[src/rtl/pwm_trip_pkg.sv]
package pwm_trip_pkg;
    localparam int ADDR_W = 2;

    typedef enum logic [ADDR_W-1:0] {
        REG_FLT_EN = 2'd0,
        REG_CH_EN  = 2'd1,
        REG_LEVEL  = 2'd2,
        REG_STATUS = 2'd3
    } reg_sel_e;

    localparam int LVL_HI_BIT = 0;
    localparam int LVL_LO_BIT = 1;
    localparam int TRI_BIT    = 2;
    localparam int FLAG_BIT   = 0;
endpackage

[src/rtl/fault_sync.sv]
module fault_sync #(
    parameter int NUM_FLT = 4,
    parameter int STAGES  = 2
) (
    input  logic               clk,
    input  logic               rst,
    input  logic [NUM_FLT-1:0] fault_in,
    output logic [NUM_FLT-1:0] fault_sync_o
);
    localparam int LAST = STAGES - 1;

    logic [STAGES-1:0][NUM_FLT-1:0] chain_d, chain_q;

    always_comb begin
        chain_d[0] = fault_in;
        for (int s = 1; s < STAGES; s++) begin
            chain_d[s] = chain_q[s-1];
        end
    end

    always_ff @(posedge clk) begin
        if (rst) begin
            chain_q <= '0;
        end else begin
            chain_q <= chain_d;
        end
    end

    assign fault_sync_o = chain_q[LAST];
endmodule

[src/rtl/trip_ctrl.sv]
module trip_ctrl
    import pwm_trip_pkg::*;
#(
    parameter int NUM_CH  = 3,
    parameter int NUM_FLT = 4,
    parameter int DATA_W  = 8
) (
    input  logic               clk,
    input  logic               rst,
    input  logic [NUM_FLT-1:0] flt_sync,
    input  logic               wr_en,
    input  logic [ADDR_W-1:0]  wr_addr,
    input  logic [DATA_W-1:0]  wr_data,
    output logic [NUM_CH-1:0]  ch_en,
    output logic               lvl_hi,
    output logic               lvl_lo,
    output logic               tri_en,
    output logic               trip_flag,
    output logic               trip_irq
);
    typedef struct packed {
        logic [NUM_FLT-1:0] flt_en;
        logic [NUM_CH-1:0]  ch_en;
        logic               lvl_hi;
        logic               lvl_lo;
        logic               tri_en;
        logic               flag;
        logic               irq;
    } ctl_state_t;

    ctl_state_t st_d, st_q;
    logic       hit_d;
    logic       clr_d;
    logic       unused_wr;

    assign unused_wr = ^wr_data;

    always_comb begin
        st_d     = st_q;
        st_d.irq = 1'b0;
        clr_d    = 1'b0;
        hit_d    = |(flt_sync & st_q.flt_en);

        if (wr_en) begin
            case (reg_sel_e'(wr_addr))
                REG_FLT_EN: st_d.flt_en = wr_data[NUM_FLT-1:0];
                REG_CH_EN:  st_d.ch_en  = wr_data[NUM_CH-1:0];
                REG_LEVEL: begin
                    st_d.lvl_hi = wr_data[LVL_HI_BIT];
                    st_d.lvl_lo = wr_data[LVL_LO_BIT];
                    st_d.tri_en = wr_data[TRI_BIT];
                end
                REG_STATUS: clr_d = ~wr_data[FLAG_BIT];
                default: ;
            endcase
        end

        if (clr_d) begin
            st_d.flag = 1'b0;
        end else if (hit_d && !st_q.flag) begin
            st_d.flag = 1'b1;
            st_d.irq  = 1'b1;
        end
    end

    always_ff @(posedge clk) begin
        if (rst) begin
            st_q <= '0;
        end else begin
            st_q <= st_d;
        end
    end

    assign ch_en     = st_q.ch_en;
    assign lvl_hi    = st_q.lvl_hi;
    assign lvl_lo    = st_q.lvl_lo;
    assign tri_en    = st_q.tri_en;
    assign trip_flag = st_q.flag;
    assign trip_irq  = st_q.irq;
endmodule

[src/rtl/pin_drive.sv]
module pin_drive #(
    parameter int NUM_CH = 3
) (
    input  logic              tripped,
    input  logic [NUM_CH-1:0] ch_en,
    input  logic              lvl_hi,
    input  logic              lvl_lo,
    input  logic              tri_en,
    input  logic [NUM_CH-1:0] pwm_hi,
    input  logic [NUM_CH-1:0] pwm_lo,
    output logic [NUM_CH-1:0] pin_hi,
    output logic [NUM_CH-1:0] pin_hi_oe,
    output logic [NUM_CH-1:0] pin_lo,
    output logic [NUM_CH-1:0] pin_lo_oe
);
    for (genvar i = 0; i < NUM_CH; i++) begin : g_ch
        logic hv, hoe, lv, loe;

        always_comb begin
            if (!ch_en[i]) begin
                hv  = 1'b0;
                hoe = 1'b0;
                lv  = 1'b0;
                loe = 1'b0;
            end else if (tripped) begin
                hoe = ~tri_en;
                loe = ~tri_en;
                hv  = lvl_hi & ~tri_en;
                lv  = lvl_lo & ~tri_en;
            end else begin
                hoe = 1'b1;
                loe = 1'b1;
                hv  = pwm_hi[i];
                lv  = pwm_lo[i];
            end
        end

        assign pin_hi[i]    = hv;
        assign pin_hi_oe[i] = hoe;
        assign pin_lo[i]    = lv;
        assign pin_lo_oe[i] = loe;
    end
endmodule

[src/rtl/pwm_trip_guard.sv]
module pwm_trip_guard
    import pwm_trip_pkg::*;
#(
    parameter int NUM_CH      = 3,
    parameter int NUM_FLT     = 4,
    parameter int SYNC_STAGES = 2,
    parameter int DATA_W      = 8
) (
    input  logic               clk,
    input  logic               rst,
    input  logic [NUM_CH-1:0]  pwm_hi_in,
    input  logic [NUM_CH-1:0]  pwm_lo_in,
    input  logic [NUM_FLT-1:0] fault_in,
    input  logic               wr_en,
    input  logic [ADDR_W-1:0]  wr_addr,
    input  logic [DATA_W-1:0]  wr_data,
    output logic [NUM_CH-1:0]  pin_hi,
    output logic [NUM_CH-1:0]  pin_hi_oe,
    output logic [NUM_CH-1:0]  pin_lo,
    output logic [NUM_CH-1:0]  pin_lo_oe,
    output logic               trip_flag,
    output logic               trip_irq
);
    logic [NUM_FLT-1:0] flt_s;
    logic [NUM_CH-1:0]  ch_en_w;
    logic               lvl_hi_w, lvl_lo_w, tri_w;

    fault_sync #(.NUM_FLT(NUM_FLT), .STAGES(SYNC_STAGES)) u_sync (
        .clk         (clk),
        .rst         (rst),
        .fault_in    (fault_in),
        .fault_sync_o(flt_s)
    );

    trip_ctrl #(.NUM_CH(NUM_CH), .NUM_FLT(NUM_FLT), .DATA_W(DATA_W)) u_ctrl (
        .clk      (clk),
        .rst      (rst),
        .flt_sync (flt_s),
        .wr_en    (wr_en),
        .wr_addr  (wr_addr),
        .wr_data  (wr_data),
        .ch_en    (ch_en_w),
        .lvl_hi   (lvl_hi_w),
        .lvl_lo   (lvl_lo_w),
        .tri_en   (tri_w),
        .trip_flag(trip_flag),
        .trip_irq (trip_irq)
    );

    pin_drive #(.NUM_CH(NUM_CH)) u_pins (
        .tripped  (trip_flag),
        .ch_en    (ch_en_w),
        .lvl_hi   (lvl_hi_w),
        .lvl_lo   (lvl_lo_w),
        .tri_en   (tri_w),
        .pwm_hi   (pwm_hi_in),
        .pwm_lo   (pwm_lo_in),
        .pin_hi   (pin_hi),
        .pin_hi_oe(pin_hi_oe),
        .pin_lo   (pin_lo),
        .pin_lo_oe(pin_lo_oe)
    );
endmodule

[config.mk]
export PLATFORM = sky130hd
export DESIGN_NAME = pwm_trip_guard
export DESIGN_NICKNAME = d
export VERILOG_FILES = /design/src/rtl/pwm_trip_pkg.sv /design/src/rtl/fault_sync.sv /design/src/rtl/trip_ctrl.sv /design/src/rtl/pin_drive.sv /design/src/rtl/pwm_trip_guard.sv
export SDC_FILE = /design/constraint.sdc
export NUM_CORES = 1
export LEC_CHECK = 0
export CAP_MARGIN = 10
export CORE_MARGIN = 2
export CORE_UTILIZATION = 25
export CTS_BUF_LIST = sky130_fd_sc_hd__clkbuf_8
export CTS_CLUSTER_SIZE = 12
export DETAILED_ROUTE_END_ITERATION = 10
export GPL_TIMING_DRIVEN = 0
export PLACE_DENSITY_LB_ADDON = 0.12
export SYNTH_ARGS = -nofsm -noshare
export SYNTH_HDL_FRONTEND = slang
export SYNTH_SLANG_ARGS = --single-unit
export TNS_END_PERCENT = 5
[constraint.sdc]
create_clock -name clk -period 2.1 [get_ports clk]
set_input_delay 0.315 -clock clk [delete_from_list [all_inputs] [get_ports clk]]
set_output_delay 0.315 -clock clk [all_outputs]
set_load 0.01 [all_outputs]
* Yosys cells after proc, flatten, opt, wreduce, memory -nomap -nowiden
Cells that the tools add are included.
Operators by class: equality and inequality tests 3, multipliers 0, add/sub/neg operators 0, magnitude comparators 0, div/mod/pow operators 0, mux-type cells 19, bitwise gates (word level) 5, shift operators 0, reductions and logical operators 8
Operators with widths (number):
- $mux W1 | 19
- $reduce_and A2 Y1 | 3
- $and A4 B4 Y4 | 1
- $eq A2 B2 Y1 const B | 2
- $reduce_or A4 Y1 | 1
- $and A1 B1 Y1 | 2
- $eq A2 B1 Y1 const B | 1
- $logic_not A2 Y1 | 1
- $not A1 Y1 | 2
- $reduce_or A2 Y1 | 1
- $logic_and A1 B1 Y1 | 1
- $logic_not A1 Y1 | 1
Storage, ports and cells: memories kept 0, bits in read-only memories 0, latch bits 0, register bits after elaboration 20, logic and storage cells 44, bits of input ports 23, output and inout port bits 14, bits in writable memories 0

* Logic depth before layout (Yosys ltp)
Gate-level depths: netlist of the first run.
depth in word-level cells 4, mapped depth 4, mapped depth without buffers 3

* Modules after synthesis
From an unflattened synthesis of the first run, not the netlist that was laid out.
Unflattened totals: cells, all modules 88, area, all modules 909.6 um^2
Modules (own cells, without submodules):
- trip_ctrl | cells an instance 45, times used 1, area each 484.2 um^2
- pin_drive | cells an instance 27, times used 1, area each 215.2 um^2
- fault_sync | cells an instance 16, times used 1, area each 210.2 um^2

* Worst setup path before layout of the first run
No wires, ideal clock.
path type register to output, start register u_ctrl.st_q, in the netlist u_ctrl.trip_flag, end output port pin_hi[0], cell stages (with the launch flop) 5, path slack 0.965 ns, data arrival time 0.820 ns, cell sequence dfxtp_1 inv_1 nand2_1 a21oi_1 buf_4
On the way: word-level cells in the longest chain between the ends 2
RTL lines:
- start: declaration | RTL line trip_ctrl.sv:31 | ctl_state_t st_d, st_q;
- start signal: assignment | RTL line trip_ctrl.sv:70 | st_q <= st_d;
- $mux W1 | RTL line pin_drive.sv:25 | end else if (tripped) begin
- $mux W1 | RTL line pin_drive.sv:20 | if (!ch_en[i]) begin
- end: declaration | RTL line pwm_trip_guard.sv:17 | output logic [NUM_CH-1:0] pin_hi,
No other way between the ends.

* Final worst setup path of the first run
start register u_ctrl.st_q, in the netlist u_ctrl.trip_flag, end output port pin_hi[1]
Same word-level chain as after synthesis.

==> results, run 1 <==
- The run finished with clean final reports.
- The number of violations reported at the end of detailed-routing iteration 0 is 15.
- In the global route stage, met2 resource usage came out at 0.143.
- The proportion of synthesized chip area in sequential cells is 0.470.
- The buffer and inverter count on the worst path is 2.
- The total count of max-transition violations in the final report was 0.
- The floorplan has 21 rows.
- The depth of the CTS H-tree is 1.
- The final hold violation count is 0.
- The dominant cell type by area after synthesis is dfxtp_1.
- The area of the core region is around 3300 um2.
- Counting buffers and inverters, the worst setup path is 5 cells deep.
- For this block, the via count after detailed routing is 689.
- At the worst endpoint, the required time is around 1.8 ns.
- The total clock buffers created by CTS is 3.
- The overall routed net length is roughly 1.7 mm.
- The overall power consumption is just under 900 uW.
- The start of the worst register-to-register path is u_sync.fault_sync_o[0].
- The top cell type's share of synthesized area is 0.470.
- The most common cell in the synthesized netlist is dfxtp_1.
- For the pin with the worst max-slew slack, the measured transition is 0.401 ns.
- The largest single stage delay on the critical path is 0.52 ns.
- For the finished layout, the period the worst path requires is between 1.5 and 2 ns.
- Across the routed clock network, the largest skew measured is 0.00308 ns.
- The analysis attributes to cell leakage a power of 0.566 nW.
- The start point of the critical path is u_ctrl.trip_flag.
- The count of buffers inserted at the top-level ports is 31.
- The overall routing resource usage is 0.0972.
- The starting utilization of the core area is 0.257.
- After detailed routing, the average wire length per cell comes to roughly 9.6 um.
- After detailed routing, the number of remaining DRC violations is 0.
- The floorplan step set the die width to around 62 um.
- The average size of a mapped cell is around 9.3 um2.
- The number of sinks on the clock net is 20.
- Across the VDD grid, the largest voltage drop is between 0.3 and 0.4 mV.
- The met1 global-route usage is 0.127.
- The global-route wire length before repair is between 3 and 4 mm.
- After synthesis, the share of flip-flops with an asynchronous set or reset is 0.
- The number of vias per cell is approximately 4.0.
- Counting distinct cell types in the post-synthesis netlist gives 16.
- By count the netlist is led by dfxtp_1, buf_4, nand2_1.
- The summed instance area of the synthesized netlist is approximately 850 um2.
- Traced cell by cell, the critical path runs through nand2_1 -> nand2_1 -> a21oi_1 -> buf_4 -> clkdlybuf4s50_1.
- The pin count of the biggest net entering global routing is 13.
- The path class of the tightest hold or removal check is primary input to flop.
- The number of nets in the synthesized netlist is around 120.
- The count of flip-flops with a built-in enable after synthesis is 0.
- TritonCTS built the clock tree.
- The clock-pin slew reported for the worst setup and hold paths after clock tree synthesis is roughly 0.070 ns.
- The via count of the first global-routing pass is around 670.
- The post-route setup TNS is 0 ns.
- The area enclosed by the die boundary is ~3900 um2.
- The start point of the worst min-delay path is rst.
- The maximum buffer depth of the clock tree is 2.
- The data arrival at the endpoint of the critical path is between 1.5 and 2 ns.
- The root cell of the clock tree is clkbuf_8.
- The biggest fanout along the worst timing path is 6.
- From bottom edge to top edge, the die measures 62.4 um.
- The post-synthesis cell count is between 90 and 100.
- For the worst flop-to-flop path, the logic depth is 3.
- The most used flip-flop cell after synthesis is dfxtp_1.
- Among cell families on the critical path, the largest total delay comes from buffers and inverters.
- The met3 usage in global routing is 0.0324.
- The number of violations of the max-capacitance limit is 0.
- The number of synthesized register bits is 20.
- Based on the critical path, the design can be clocked at up to 516 MHz.
- For this run the aggregate overflow at the end of global routing stands at 0.
- The number of nets with antenna violations after detailed routing is 0.
- The layer with the highest usage after global routing is met2.
- The number of post-CTS setup repair buffers is 0.
- The share of layout cells above drive strength 1 is 0.150.
- Setup violations remaining at the end of the flow were counted as 0.
- The number of warnings reported in the yosys synthesis log is 0.
- The period utilization is 0.923.
- Power spread over the standard cell area amounts to between 600 and 700 nW/um2.
- The cell repeated most along the worst path is nand2_1.
- Counting instances, the worst hold path has a depth of 2.
- The number of detailed-routing iterations run before antenna repair is 3.
- The number of antenna diodes in the final layout is 0.
- Yosys attributes the largest share of cell area to dfxtp_1, mux2i_1, buf_4.
- In this run the count of I/O pins placed on the die edge is 37.
- The number of antenna violations at the first check in global routing is 0.
- The area growth from synthesis to layout is 51.5%.
- Setup repair after global routing left no endpoint under its margin.
- The critical setup path kind is flop to primary output.
- The type of element capturing the critical path is a primary output.
- The final weighted congestion of routability-driven global placement is about 0.65.
- At the later pin of the worst-skew pair, clock insertion delay measures 0.25 ns.
- The worst pin sits at a relative slew slack of 0.733.
- The slowest stage of the critical path is the clkdlybuf4s50_1 cell.
- At the end of the flow, the number of nets in the layout was around 150.
- The wire-length estimate of the detail-placed layout is roughly 1.3 mm.
- The worst setup path is launched from a flop.
registers in the layout, indices dropped and copies added (netlist names):
signal,flops
u_sync.chain_d,4
u_ctrl.ch_en,3
u_ctrl.st_q,4
u_ctrl.lvl_hi,1
u_ctrl.tri_en,1
u_ctrl.trip_irq,1
u_ctrl.lvl_lo,1
u_ctrl.trip_flag,1
u_sync.fault_sync_o,4
worst paths after layout:
kind	slack (ns)	to
max reg2reg	1.06	u_ctrl.trip_flag
min reg2reg	0.44	u_sync.fault_sync_o[0]
min	0.43	u_ctrl.st_q[11]
max	0.16	pin_hi[1]
through the flow:
| stage | worst slack, ns | hold slack, ns | instances | util | cell area (um2) |
|---|---|---|---|---|---|
| 3_5_place_dp | 0.161 | 0.426 | 169 | 0.368 | 1220 |
| 2_1_floorplan | 0.965 | 0.414 | 92 | - | 852 |
| 5_1_grt | 0.0210 | 0.462 | 173 | 0.390 | 1290 |
| 4_1_cts | 0.0818 | 0.429 | 173 | 0.390 | 1290 |
| 6_report | 0.162 | 0.426 | 173 | 0.390 | 1290 |
| 3_3_place_gp | 0.165 | 0.419 | 169 | 0.368 | 1220 |
layer usage:
metal	vias up	wire length (um)
li1	359	-
met2	22	721
met1	306	800
met5	-	0
met3	2	113
met4	0	19
area by class of cell:
cell class / count / area [um2]
clock inverter: 1 / 30.0
buffer: 14 / 97.6
clock buffer: 3 / 41.3
tap: 46 / 57.6
timing repair buffer: 31 / 310
sequential: 20 / 400
multi-input combinational: 54 / 339
fill: 360 / 2020
inverter: 4 / 15.0
report_power, final:
group | switching (mW) | total (mW) | leakage (nW) | internal, mW
combinational | 0.0365 | 0.101 | 0.367 | 0.0643
sequential | 0.00592 | 0.399 | 0.164 | 0.393
clock | 0.124 | 0.378 | 0.0357 | 0.254
total | 0.167 | 0.878 | 0.566 | 0.712
what timing repair did:
| item | 4_1_cts | 5_1_grt |
|---|---|---|
| resized for setup | 0 | 1 |
| hold buffers | 0 | 0 |
| setup endpoints to repair | 0 | 4 |
logic make-up after synthesis:
| group | share of synthesized area |
|---|---|
| buffers and inverters | 0.132 |
| AOI/OAI and AO/OA | 0.0646 |
| DFF | 0.470 |
| and+or+nand+nor | 0.216 |
| muxes | 0.117 |
cell usage in the layout, fill, tap and decap left out, types with 2 or more instances in the layout:
| master | instances |
|---|---|
| clkbuf_1 | 2 |
| inv_1 | 3 |
| nor2_1 | 10 |
| dfxtp_1 | 20 |
| clkdlybuf4s50_1 | 31 |
| nand3b_1 | 2 |
| nand2_1 | 12 |
| mux2i_1 | 10 |
| buf_4 | 12 |
| a21oi_1 | 6 |
| nor2b_1 | 8 |
| clkbuf_8 | 3 |
(Power assumes the default switching activity.)
==> run 2, diff against run 1 <==
Settings changed: ABC_AREA from default to 1, CORE_UTILIZATION 25 to 47.
==> run 2 against run 1 <==
Final area is 5.4% higher. Synthesized area up 8.5%. Sequential cell count unchanged. Sequential share of layout area fell by 1.6 points. Clock power fell by 24%. Via count is 37% higher. First-iteration DRC count is 20% higher. Sequential power increased by 2%. Critical endpoint is now pin_lo[0]. Worst hold slack worse by 0.10 ns. Combinational power rose by 46%.
==> results, run 2 <==
- The flow ran to the end, and the final reports show no timing, DRC or antenna violations.
- The final layout contains routed wiring with a total length of between 2 and 2.5 mm.
- The total count of max-transition violations in the final report is 0.
- The cell area reported after detailed placement is about 1300 um2.
- Once layout is complete, the utilization of the core stands at 0.716.
- The floorplan has 16 rows.
- The depth of the CTS H-tree is 1.
- The final number of setup-violating endpoints is 0.
- The die is around 48 um wide.
- The mean routed wirelength per cell is approximately 11 um.
- The commonest cells after synthesis are nor2_1, inv_1, nand2_1.
- Summed over all instances, the cell type with the most area after synthesis is dfxtp_1.
- The share of synthesized flip-flops with an asynchronous set or reset is 0.
- The number of sinks on the clock net is 20.
- The count of buffers added on input and output ports is 31.
- The number of vias per cell is approximately 4.7.
- In the final layout, the share of cells above drive strength 1 is 0.145.
- The period utilization is 0.982.
- The prevailing post-synth register cell is dfxtp_1.
- The pre-antenna-repair detailed-routing pass consisted of 4 iterations.
- The most critical setup path has its startpoint at u_ctrl.trip_flag.
- The number of nets in the synthesized netlist is 160.
- For this configuration, the core starts out at a cell density of 0.486.
- TritonCTS built the clock tree.
- The min-delay analysis places its worst path in the category primary input to flop.
- The remaining design rule violation count is 0.
- The area growth from synthesis to layout is 47.2%.
- The total area inside the core boundary comes to roughly 1900 um2.
- The data arrival at the endpoint of the critical path is about 1.8 ns.
- The count of flip-flops with a built-in enable after synthesis is 0.
- The number of antenna violations at the first check in global routing is 0.
- The total half-perimeter wirelength after legalization and detailed placement is 1.59 mm.
- The top-level I/O count is 37.
- After clock tree synthesis, the clock-pin slew on the worst setup and hold paths is 0.07 ns.
- The most common cell after layout, fill and taps aside is nor2_1.
- The most common cell in the synthesized netlist is nor2_1.
- The clock passes through at most 2 buffers.
- The time the worst path needs with I/O delays and setup is between 2 and 2.5 ns.
- The overall routing resource usage is 0.206.
- The area enclosed by the die boundary is 2340 um2.
- The global-route wire length before repair is between 3 and 4 mm.
- The synthesized design contains 20 register bits.
- By area the synthesized netlist is led by dfxtp_1, nor2_1, buf_4.
- The slowest cell on the critical path is clkdlybuf4s50_1.
- The proportion of synthesized chip area in sequential cells is 0.433.
- The repair_antennas step left the layout with diodes totalling 0.
- After routing the design area is ~1400 um2.
- The final hold violation count is 0.
- The total number of vias is 942.
- The worst register-to-register path begins at u_ctrl.st_q[8].
- In this run the most critical hold path is launched from rst.
- Clock tree synthesis inserted a total of 3 buffers.
- The type of element capturing the critical path is a primary output.
- The detailed router finished its first iteration with 18 violations.
- The pin count of the biggest net entering global routing is 12.
- The via count of the first global-routing pass is just under 900.
- The layout net count is ~200.
- The top cell types in the final layout, fill and taps aside, are nor2_1, clkdlybuf4s50_1, nand2_1.
- Data on the critical path is required at its endpoint by about 1.8 ns.
- For the final database, setup skew stands at between 0.004 and 0.005 ns.
- The static leakage power is ~0.65 nW.
- The worst-case vdd ir drop is between 0.6 and 0.7 mV.
- The final weighted congestion of routability-driven global placement is around 0.8.
- The highest clock frequency the design can meet is around 480 MHz.
- The root cell of the clock tree is clkbuf_8.
- Headroom to the max-slew limit came out at 0.844.
- In this run the worst path has a maximum fanout of 10.
- The hold buffer count at cts is 0.
- The critical path goes through clkbuf_4 -> inv_4 -> a21oi_4 -> nor3_1 -> buf_4 -> clkdlybuf4s50_1.
- The clock insertion delay at the later pin of the skew report is 0.26 ns.
- The number of nets with antenna violations after detailed routing is 0.
- The total global routing overflow is 0.
- The count of different cell masters after synthesis is 12.
- The height of the chip is between 40 and 50 um.
- During synthesis, Yosys emitted a total of 0 warnings.
- The post-synthesis cell count is about 140.
- The worst setup path is of the flop to primary output kind.
- The total power density per cell area is ~620 nW/um2.
- The tool flagged a number of max-cap violations equal to 0.
- The share of synthesized area in the top cell type comes to 0.433.
- For the pin with the worst max-slew slack, the measured transition is between 0.2 and 0.25 ns.
- A synthesized cell averages around 6.7 um2.
- The cell area that synthesis handed to floorplanning was about 920 um2.
- Summing internal, switching and leakage power gives 840 uW.
- STA classifies the critical path startpoint as a flop.
- On the worst path, the slowest cell contributes a delay of ~0.5 ns.
-- run 2: changes by cell type after synthesis, moves of 2 or more --
cell	delta
nand3b_1	-2
mux2i_1	-10
nor2_1	+28
buf_2	+2
nor2b_1	-8
inv_1	+17
nand3_1	+2
nand2_1	+9
o21ai_0	+3
nor3_1	+6
nand4_1	+4
clkbuf_1	-2
-- run 2: area by class of cell --
class / count / area [um2]
buffer: 15 / 110
clock buffer: 4 / 55.1
fill: 168 / 541
inverter: 21 / 81.3
multi-input combinational: 81 / 370
sequential: 20 / 400
tap: 27 / 33.8
timing repair buffer: 31 / 310
-- run 2: path summary, 6_finish.rpt --
check                                end  slack, ns  depth (start not counted)
setup / recovery               pin_lo[0]       0.04                          6
hold / removal    u_sync.fault_sync_o[1]       0.33                          2
setup reg to reg        u_ctrl.trip_flag       1.26                          4
hold reg to reg   u_sync.fault_sync_o[1]       0.40                          2
-- run 2: per-stage QoR --
stage | hold WS, ns | setup TNS [ns] | std cells | setup slack, ns
finish | 0.325 | 0 | 199 | 0.0379
global route | 0.332 | -0.0328 | 199 | -0.0199
CTS | 0.326 | 0 | 199 | 0.0218
detailed placement | 0.393 | 0 | 195 | 0.0974
global placement | 0.391 | 0 | 195 | 0.160
floorplan | 0.388 | 0 | 137 | 0.777
-- run 2: critical path: cells and delay by family, from the launching register on --
family | cells | cell delay, ns
AO/OA/AOI/OAI | 1 | 0.05
buffers and inverters | 4 | 0.94
flip-flops | 1 | 0.31
AND/OR/NAND/NOR | 1 | 0.19
-- run 2: report_power, final --
| group | total (mW) | internal (mW) | switching, mW |
|---|---|---|---|
| combinational | 0.147 | 0.0805 | 0.0660 |
| clock | 0.287 | 0.167 | 0.121 |
| sequential | 0.407 | 0.398 | 0.00900 |
| total | 0.840 | 0.645 | 0.196 |
-- run 2: kinds of logic (layout without fill, tap and decap cells) --
logic type / after synthesis / count (layout) / synth area share
buffers and inverters: 36 / 71 / 0.202
AO/OA/AOI/OAI: 9 / 9 / 0.0487
flip-flops: 20 / 20 / 0.433
AND/OR/NAND/NOR: 72 / 72 / 0.317
-- run 2: routing by layer --
metal  share of wire  global-route usage
met5               0                   0
met4           0.011              0.0714
met1            0.42               0.245
met3           0.061              0.0648
met2            0.51               0.350
-- run 2: repair_timing --
item,4_1_cts,5_1_grt
gates resized for setup,3,6
endpoints found under the setup margin,6,6
buffers inserted,0,0
gates cloned,0,0
==> run 3, diff against run 2 <==
Settings changed: CORE_ASPECT_RATIO from default to 1.2, CORE_UTILIZATION 47 to 44, SLEW_MARGIN from default to 5.
Clock period 2.1 ns to 2.3 ns, I/O delays scaled along.
==> run 3 against run 2 <==
Worst setup slack improved by 0.093 ns. Via count decreased by 7.2%. Sequential power decreased by 9.1%. Worst hold slack improved by 0.023 ns. Sequential share of layout area increased by 0.58 points. Non-clock buffer count unchanged. Routed wire length decreased by 14%. Global-route usage decreased by 3.5 points. Combinational power decreased by 14%. Critical path type unchanged.
==> results, run 3 (synthesized netlist as in run 2, its figures left out) <==
- Entering global routing, the biggest net connects 13 pins.
- The cell area reported after detailed placement is 1260 um2.
- The highest clock frequency the design can meet is 461 MHz.
- CTS built an H-tree with a depth of 1.
- The final weighted congestion of routability-driven global placement is about 0.8.
- The number of post-CTS setup repair buffers is 0.
- The critical path contains buffers and inverters numbering 4 combined.
- The clock tree from TritonCTS is built.
- Across the routed clock network, the largest skew measured is about 0.0016 ns.
- The number of gates resized after CTS was 0.
- For this run, the detailed router's first-pass iteration total came to 3.
- For this design the top-level I/O count stands at 37.
- The total count of max-transition violations in the final report is 0.
- After detailed routing, the number of vias per cell comes to roughly 4.6.
- The root cell of the clock tree is clkbuf_8.
- For this design, the CTS-stage hold fixing added 0 buffers.
- The number of sinks on the clock net is 20.
- The worst-case vdd ir drop is between 0.5 and 0.6 mV.
- The first global-routing pass estimated just over 3 mm of wire.
- At the pin with the least slew margin, the transition time is 0.261 ns.
- The area added between synthesis and finish is 44.4%.
- After the first detailed-routing iteration, the DRC count stood at 3.
- The period utilization is 0.943.
- The remaining design rule violation count is 0.
- The clock insertion delay at the later pin of the skew report is 0.26 ns.
- The most critical setup path has its startpoint at u_ctrl.trip_flag.
- Data arrives at the worst endpoint at between 1.5 and 2 ns.
- Setup violations remaining at the end of the flow were counted as 0.
- The mean routed wirelength per cell is 9.47 um.
- The floorplan step defined a die boundary enclosing ~2500 um2.
- After global routing the overflow that remains totals 0.
- The remaining max-slew budget at the tightest pin is 0.825.
- Data on the critical path is required at its endpoint by slightly below 2 ns.
- After filler insertion, the fill cell instance count of the layout stands at 177.
- The time the worst path needs with I/O delays and setup is ~2.2 ns.
- In the final design database the tool counted between 150 and 200 nets.
- The share of layout cells above drive strength 1 is 0.122.
- The startpoint type of the worst setup path is a flop.
- The total clock buffers created by CTS is 3.
- Grouping stages by cell kind, the critical path spends the most delay in buffers and inverters.
- The number of nets with antenna violations after detailed routing is 0.
- The via count of the first global-routing pass is 788.
- Setup repair after global routing left no endpoint under its margin.
- The total half-perimeter wirelength after legalization and detailed placement is ~1.4 mm.
- The static leakage power is between 0.6 and 0.7 nW.
- The signal on the critical path passes through buf_2 -> inv_1 -> a21oi_1 -> nor3_1 -> buf_4 -> clkdlybuf4s50_1.
- The final hold violation count is 0.
- The slack of the critical path is between 0.1 and 0.15 ns.
- The area of the core region is between 2000 and 2500 um2.
- Clock-pin slew was measured on the worst setup and hold paths at about 0.070 ns.
- The area of all placed cells without fillers is roughly 1300 um2.
- The path class of the tightest hold or removal check is primary input to flop.
- The start point of the worst min-delay path is rst.
- The horizontal die dimension is 45.8 um.
- The finished layout holds approximately 190 standard cells, fillers aside.
- The most common cell after layout, fill and taps aside is nor2_1.
- The total instance count after detailed placement is roughly 190.
- Across every metal layer, demand over resource in global routing totals 0.171.
- For this design, the slowest cell found on the critical path is clkdlybuf4s50_1.
- The biggest fanout along the worst timing path is 10.
- The starting utilization of the core area is 0.456.
- The repair_antennas step left the layout with diodes totalling 0.
- The maximum buffer depth of the clock tree is 2.
- Measured along the y axis, the die boundary spans ~54 um.
- Adding up every negative setup slack in the final design gives 0 ns.
- The critical path is of the flop to primary output type.
- The total power density per cell area is 629 nW/um2.
- The row count is 18.
- The run finished with clean final reports.
- The final layout contains routed wiring with a total length of 1.82 mm.
- The top cell types in the final layout, fill and taps aside, are nor2_1, clkdlybuf4s50_1, inv_1, nand2_1, dfxtp_1.
- The largest single stage delay on the critical path is between 0.4 and 0.5 ns.
- The start of the worst register-to-register path is u_ctrl.trip_flag.
- The number of antenna violations at the first check in global routing is 0.
- The total number of vias is 874.
- The worst-case setup slack after placement is around 0.27 ns.
- Max-cap violations in this run came to 0.
- The type of element capturing the critical path is a primary output.
- In this run the tool buffered the top-level ports with 31 buffer cells.
-- run 3: area by class of cell --
cell class	instances	area, um2	share of cell area
sequential	20	400	0.300
multi-input combinational	81	342	0.256
timing repair buffer	31	310	0.232
buffer	15	108	0.0806
inverter	21	78.8	0.0590
clock buffer	3	41.3	0.0309
clock inverter	1	30.0	0.0225
tap	20	25.0	0.0187
-- run 3: stage by stage --
stage | total power, mW | hold slack [ns] | utilization
after global placement | 0.501 | 0.391 | 0.622
after CTS | 0.846 | 0.349 | 0.657
after global routing | 0.877 | 0.355 | 0.659
after floorplan | 0.441 | 0.388 | -
final | 0.840 | 0.349 | 0.659
after detailed placement | 0.503 | 0.397 | 0.622
-- run 3: where the power goes --
part / switching (mW) / internal (mW) / leakage [nW]
Clock: 0.112 / 0.232 / 0.0357
Sequential: 0.00665 / 0.363 / 0.164
Combinational: 0.0546 / 0.0716 / 0.453
Total: 0.173 / 0.667 / 0.653
-- run 3: worst register-to-register path, cell delays in order, from the launching register on --
cell,delay [ns]
dfxtp_1,0.33
buf_2,0.20
inv_1,0.12
nand3_1,0.09
nor2_1,0.04
-- run 3: path summary, 6_finish.rpt --
check | to | depth (start not counted) | slack (ns)
max reg2reg | u_ctrl.trip_irq | 4 | 1.42
min | u_sync.chain_d[5] | 2 | 0.35
min reg2reg | u_sync.fault_sync_o[2] | 2 | 0.41
max | pin_lo[2] | 6 | 0.13
-- run 3: layer usage --
layer | part of all wire | GRT usage | vias to the layer above
met5 | 0 | 0 | -
met4 | 0.012 | 0.0857 | 0
met3 | 0.058 | 0.0231 | 4
met2 | 0.53 | 0.336 | 28
met1 | 0.40 | 0.167 | 370
li1 | - | - | 472
